### src/rtl/scl_sync_pkg.sv
`timescale 1ns/1ps
package scl_sync_pkg;
    localparam int CNT_W   = 8;
    localparam int MIN_CNT = 4;

    typedef logic [CNT_W-1:0] cnt_t;

    typedef enum logic [1:0] {
        PH_IDLE = 2'd0,
        PH_LOW  = 2'd1,
        PH_WAIT = 2'd2,
        PH_HIGH = 2'd3
    } phase_e;

    typedef struct packed {
        phase_e phase;
        cnt_t   cnt;
    } phase_st_t;

    // Raise a configured period to the smallest supported length
    function automatic cnt_t clamp_period(cnt_t raw);
        return (raw < cnt_t'(MIN_CNT)) ? cnt_t'(MIN_CNT) : raw;
    endfunction

    function automatic cnt_t mid_point(cnt_t eff);
        return eff >> 1;
    endfunction
endpackage

### src/rtl/scl_irq_flag.sv
`timescale 1ns/1ps
module scl_irq_flag (
    input  logic clk,
    input  logic rst,
    input  logic byte_done,
    input  logic si_clr,
    output logic si_flag
);
    always_ff @(posedge clk) begin
        if (rst)
            si_flag <= 1'b0;
        else if (byte_done)
            si_flag <= 1'b1;
        else if (si_clr)
            si_flag <= 1'b0;
    end


    si_set_chk: assert property (@(posedge clk) disable iff (rst)
        $rose(si_flag) |-> $past(byte_done));

    si_hold_chk: assert property (@(posedge clk) disable iff (rst)
        (si_flag && !si_clr) |=> si_flag);

    si_drop_chk: assert property (@(posedge clk) disable iff (rst)
        $fell(si_flag) |-> ($past(si_clr) && !$past(byte_done)));
endmodule

### src/rtl/scl_phase_fsm.sv
`timescale 1ns/1ps
module scl_phase_fsm
    import scl_sync_pkg::*;
(
    input  logic      clk,
    input  logic      rst,
    input  logic      gen_en,
    input  logic      scl_in,
    input  logic      si_flag,
    input  cnt_t      hi_eff,
    input  cnt_t      lo_eff,
    output phase_st_t st,
    output phase_e    nxt_phase
);
    phase_st_t nxt;

    always_comb begin
        nxt = st;
        if (!gen_en) begin
            nxt.phase = PH_IDLE;
            nxt.cnt   = '0;
        end else begin
            case (st.phase)
                PH_IDLE: begin
                    nxt.phase = PH_WAIT;
                    nxt.cnt   = '0;
                end
                PH_LOW: begin
                    if (si_flag) begin
                        nxt.cnt = '0;
                    end else if (st.cnt == lo_eff - cnt_t'(1)) begin
                        nxt.phase = PH_WAIT;
                        nxt.cnt   = '0;
                    end else begin
                        nxt.cnt = st.cnt + cnt_t'(1);
                    end
                end
                PH_WAIT: begin
                    if (scl_in) begin
                        nxt.phase = PH_HIGH;
                        nxt.cnt   = '0;
                    end
                end
                PH_HIGH: begin
                    if (!scl_in || (st.cnt == hi_eff - cnt_t'(1))) begin
                        nxt.phase = PH_LOW;
                        nxt.cnt   = '0;
                    end else begin
                        nxt.cnt = st.cnt + cnt_t'(1);
                    end
                end
                default: begin
                    nxt.phase = PH_IDLE;
                    nxt.cnt   = '0;
                end
            endcase
        end
    end

    always_ff @(posedge clk) begin
        if (rst) begin
            st.phase <= PH_IDLE;
            st.cnt   <= '0;
        end else begin
            st <= nxt;
        end
    end

    assign nxt_phase = nxt.phase;


    hi_abort_chk: assert property (@(posedge clk) disable iff (rst)
        (gen_en && st.phase == PH_HIGH && !scl_in) |=> (st.phase == PH_LOW));

    wait_hold_chk: assert property (@(posedge clk) disable iff (rst)
        (gen_en && st.phase == PH_WAIT && !scl_in) |=> (st.phase == PH_WAIT));

    stretch_hold_chk: assert property (@(posedge clk) disable iff (rst)
        (gen_en && st.phase == PH_LOW && si_flag) |=> (st.phase == PH_LOW));

    disable_idle_chk: assert property (@(posedge clk) disable iff (rst)
        !gen_en |=> (st.phase == PH_IDLE));
endmodule

### src/rtl/scl_strobe_gen.sv
`timescale 1ns/1ps
module scl_strobe_gen
    import scl_sync_pkg::*;
(
    input  logic      clk,
    input  logic      rst,
    input  phase_st_t st,
    input  phase_e    nxt_phase,
    input  logic      scl_in,
    input  cnt_t      hi_eff,
    output logic      sample_stb,
    output logic      change_stb
);
    logic fell_q;

    always_ff @(posedge clk) begin
        if (rst)
            fell_q <= 1'b0;
        else
            fell_q <= (nxt_phase == PH_LOW) && (st.phase != PH_LOW);
    end

    assign change_stb = fell_q;
    assign sample_stb = (st.phase == PH_HIGH) && scl_in &&
                        (st.cnt == mid_point(hi_eff));


    strobe_excl_chk: assert property (@(posedge clk) disable iff (rst)
        !(sample_stb && change_stb));

    change_low_chk: assert property (@(posedge clk) disable iff (rst)
        change_stb |-> (st.phase == PH_LOW));

    change_single_chk: assert property (@(posedge clk) disable iff (rst)
        change_stb |=> !change_stb);
endmodule

### src/rtl/scl_sync_gen.sv
`timescale 1ns/1ps
module scl_sync_gen
    import scl_sync_pkg::*;
(
    input  logic       clk,
    input  logic       rst,
    input  logic       gen_en,
    input  logic [7:0] hi_period,
    input  logic [7:0] lo_period,
    input  logic       scl_in,
    input  logic       byte_done,
    input  logic       si_clr,
    output logic       scl_pull,
    output logic       si_flag,
    output logic       sample_stb,
    output logic       change_stb
);
    cnt_t      hi_eff;
    cnt_t      lo_eff;
    phase_st_t st;
    phase_e    nxt_phase;

    assign hi_eff = clamp_period(cnt_t'(hi_period));
    assign lo_eff = clamp_period(cnt_t'(lo_period));

    scl_irq_flag u_flag (
        .clk       (clk),
        .rst       (rst),
        .byte_done (byte_done),
        .si_clr    (si_clr),
        .si_flag   (si_flag)
    );

    scl_phase_fsm u_fsm (
        .clk       (clk),
        .rst       (rst),
        .gen_en    (gen_en),
        .scl_in    (scl_in),
        .si_flag   (si_flag),
        .hi_eff    (hi_eff),
        .lo_eff    (lo_eff),
        .st        (st),
        .nxt_phase (nxt_phase)
    );

    scl_strobe_gen u_stb (
        .clk        (clk),
        .rst        (rst),
        .st         (st),
        .nxt_phase  (nxt_phase),
        .scl_in     (scl_in),
        .hi_eff     (hi_eff),
        .sample_stb (sample_stb),
        .change_stb (change_stb)
    );

    assign scl_pull = (st.phase == PH_LOW);


    no_pull_off_chk: assert property (@(posedge clk) disable iff (rst)
        !gen_en |=> (!scl_pull && !sample_stb && !change_stb));

    change_pull_chk: assert property (@(posedge clk) disable iff (rst)
        change_stb |-> scl_pull);
endmodule

### config.mk
export PLATFORM = sky130hd
export DESIGN_NAME = scl_sync_gen
export DESIGN_NICKNAME = d
export VERILOG_FILES = /design/src/rtl/scl_sync_pkg.sv /design/src/rtl/scl_irq_flag.sv /design/src/rtl/scl_phase_fsm.sv /design/src/rtl/scl_strobe_gen.sv /design/src/rtl/scl_sync_gen.sv
export SDC_FILE = /design/constraint.sdc
export NUM_CORES = 1
export LEC_CHECK = 0
export ABC_AREA = 1
export BUFFER_PORTS_ARGS = -buffer_cell sky130_fd_sc_hd__buf_4
export CORE_ASPECT_RATIO = 1.2
export CORE_MARGIN = 5
export CORE_UTILIZATION = 45
export CTS_CLUSTER_DIAMETER = 40
export DETAILED_ROUTE_END_ITERATION = 16
export PLACE_DENSITY = 0.66
export SLEW_MARGIN = 20
export SYNTH_ARGS = -nofsm -noshare
export SYNTH_HDL_FRONTEND = slang
export SYNTH_HIERARCHICAL = 1
export SYNTH_SLANG_ARGS = --single-unit
### constraint.sdc
create_clock -name clk -period 4.3 [get_ports clk]
set_input_delay 0.215 -clock clk [delete_from_list [all_inputs] [get_ports clk]]
set_output_delay 0.215 -clock clk [all_outputs]
set_load 0.03 [all_outputs]
==> results.md <==
- Most common cell after layout, fill and taps aside: nand2_1
- Synth top area share: 22.7%
- Die W: 62.8 um
- Ant. Diodes: 0
- Initial antenna violation count: 0
- Slowest cell on crit path: o21ai_0
- Global route total overflow: 0
- Port bufs: 25
- # rows: 23
- RSZ-0062 raised after global routing: no
- Synthesized area: 1510 um2
- Leak Pwr: 0.988 nW
- Post-DP HPWL: 2930 um
- Syn Inst Count: 294
- Total Routed Length: 3570 um
- Ys async rst share: 0%
- Worst Path Buf+Inv: 5
- Post-CTS sizing: 0
- Avg Inst Size Synth: 5.12 um2
- Critical-path cell list: buf_4, nor2_1, nand3_1, nand2_1, inv_1, inv_1, ha_1, nand3_1, nor2_1, xor2_1, nand2_1, nor2_2, nand2_2, o21ai_0, inv_1, inv_1, nor4_1
- Final TNS setup: 0 ns
- Tightest Pin Transition: 0.379 ns
- Commonest cells after routing, fill and taps aside: nand2_1 (91), inv_1 (63), nor2_1 (49)
- Req. time, crit path: 4.43 ns
- MaxCap Viol Count: 0
- Hold Path Class: in2reg
- Share of layout cells above drive strength 1: 12.5%
- WP depth: 17
- YS warnings: 6
- Pre-CTS setup slack: 1.96 ns
- Detailed Routing Iterations Pass 1: 4
- Root Buffer: clkbuf_8
- TritonCTS Buffers: 3
- Synthesized Nets: 319
- FF-to-FF path depth: 11
- Core area: 3280 um2
- Crit. End Element: flip-flop
- Startpoint types: input port
- DRC violations left: 0
- Fin nets: 338
- Area contributors post-synth: nand2_1 (23%), dfxtp_1 (16%), inv_1 (16%), nor2_1 (12%), nand3_1 (6.7%)
- Gr usage total: 16.6%
- Hold-fix buffer count after cts: 0
- CP arrival: 2.18 ns
- Hold_ws: 0.159 ns
- CTS max path bufs: 2
- Final min period: 2.05 ns
- Final Hold Viols: 0
- Max incr delay on CP: 0.25 ns
- Post-synth EDFFs: 0
- Largest net degree at the start of global routing: 10
- Most numerous cell on the critical path: inv_1
- Cell family with most CP delay: simple AND/OR/NAND/NOR gates
- Max Slew Vio Count: 0
- Die ar.: 4610 um2
- Vias: 1,613
- Post-layout power: 0.000321 W
- Htree depth: 1
- Sequential share of the synthesized area: 16.0%
- Worst slew margin: 74.7%
- Reg clk slew, reported paths: 0.05 ns
- Number of global-route vias before repair: 1,551
- Vias/cell: 4.62
- Final worst-path cycle share: 47.8%
- Setup ws final: 2.25 ns
- Hold depth: 2
- FMAX: 487 MHz
- First-pass GRT wire length: 6360 um
- Pwr dens: 183 nW/um2
- Clk_lat worst skew: 0.24 ns
- Initial core utilization: 45.9%
- Yosys cell types: 25
- Layout area overhead: 16.4%
- TritonCTS clock tree: done
- CP Class: in2reg
- I/O pin count: 26
- Routed Antenna Nets: 0
- Worst VDD drop: 178 uV
- DR WL/cell: 10.2 um
- First DRT Iteration DRCs: 81
- Die H: 73.4 um
- Ys flop type: dfxtp_1
- Sink Count: 12
- Clock skew: 0.000642 ns
- Area leader, netlist: nand2_1
- Outcome: finished clean
- Post-CTS Setup Bufs: 0
- Flop and latch count out of synthesis: 12
- Final setup fails: 0
- CP Max Fanout: 5
- Placer Congestion: 0.862
[final cells by class]
class | instances | area [um2]
sequential | 12 | 240
inverter | 64 | 240
timing repair buffer | 25 | 188
fill | 377 | 1530
multi-input combinational | 207 | 982
clock buffer | 4 | 55.1
tap | 37 | 46.3
[power by group]
part | internal, W | switching [W] | leakage (nW)
Sequential | 0.000113 | 0.00000252 | 0.0973
Clock | 0.0000809 | 0.0000414 | 0.0288
Combinational | 0.0000358 | 0.0000474 | 0.862
Total | 0.000230 | 0.0000913 | 0.988
[cells by family after synthesis]
group                    count (synthesis)  synth area share, %
AND/OR/NAND/NOR                        175                 48.5
buffers and inverters                   75                 18.8
XOR/XNOR                                16                 9.31
AO/OA/AOI/OAI                           13                 4.99
flip-flops                              12                 16.0
adder cells (fa/ha/maj)                  3                 2.49
[worst register-to-register path: stages (launching register included)]
cell,delay (ns)
dfxtp_1,0.51
inv_2,0.11
nor2_1,0.13
o21ai_0,0.09
nand2_1,0.06
nand3_1,0.07
nor2_2,0.13
nand2_2,0.10
o21ai_0,0.25
inv_1,0.07
inv_1,0.06
nor4_1,0.04
[flip-flops by register name, indices dropped and copies added (netlist names)]
register,flops
u_fsm/st,10
u_flag/si_flag,1
u_stb/change_stb,1
[synth_stat cells (2+ instances only)]
master     n
ha_1       3
xnor2_1    5
inv_1     63
a21oi_1    4
nor2_2     2
dfxtp_1   12
nand2_2    2
o21ai_0    6
nor2_1    49
xor2_1    11
clkbuf_1  10
or2_0      2
nand3_1   20
nor3_1     3
nand2_1   91
nand4_1    2
[per-stage QoR]
| stage | util (%) | cell area, um2 | std cells |
|---|---|---|---|
| after detailed placement | 51.7 | 1700 | 345 |
| after global placement | 51.7 | 1700 | 345 |
| after CTS | 53.4 | 1750 | 349 |
| after global routing | 53.4 | 1750 | 349 |
| after floorplan | - | 1510 | 294 |
| final | 53.4 | 1750 | 349 |
[path summary, 6_finish.rpt]
path	from	end	slack (ns)
worst min-delay path	rst	u_flag/si_flag	0.16
worst max-delay path	lo_period[6]	u_stb/change_stb	2.25
worst min register to register	u_flag/si_flag	u_flag/si_flag	0.51
worst max register to register	u_fsm/st[4]	u_stb/change_stb	2.57
[metal layers]
layer	up-vias	GRT usage, %	share of wire (%)
li1	894	-	-
met1	682	19.2	44
met2	29	31.1	50
met3	8	1.07	3.6
met4	0	7.55	2.2
met5	-	0	0
No activity file was read; power rests on OpenSTA's default activity.
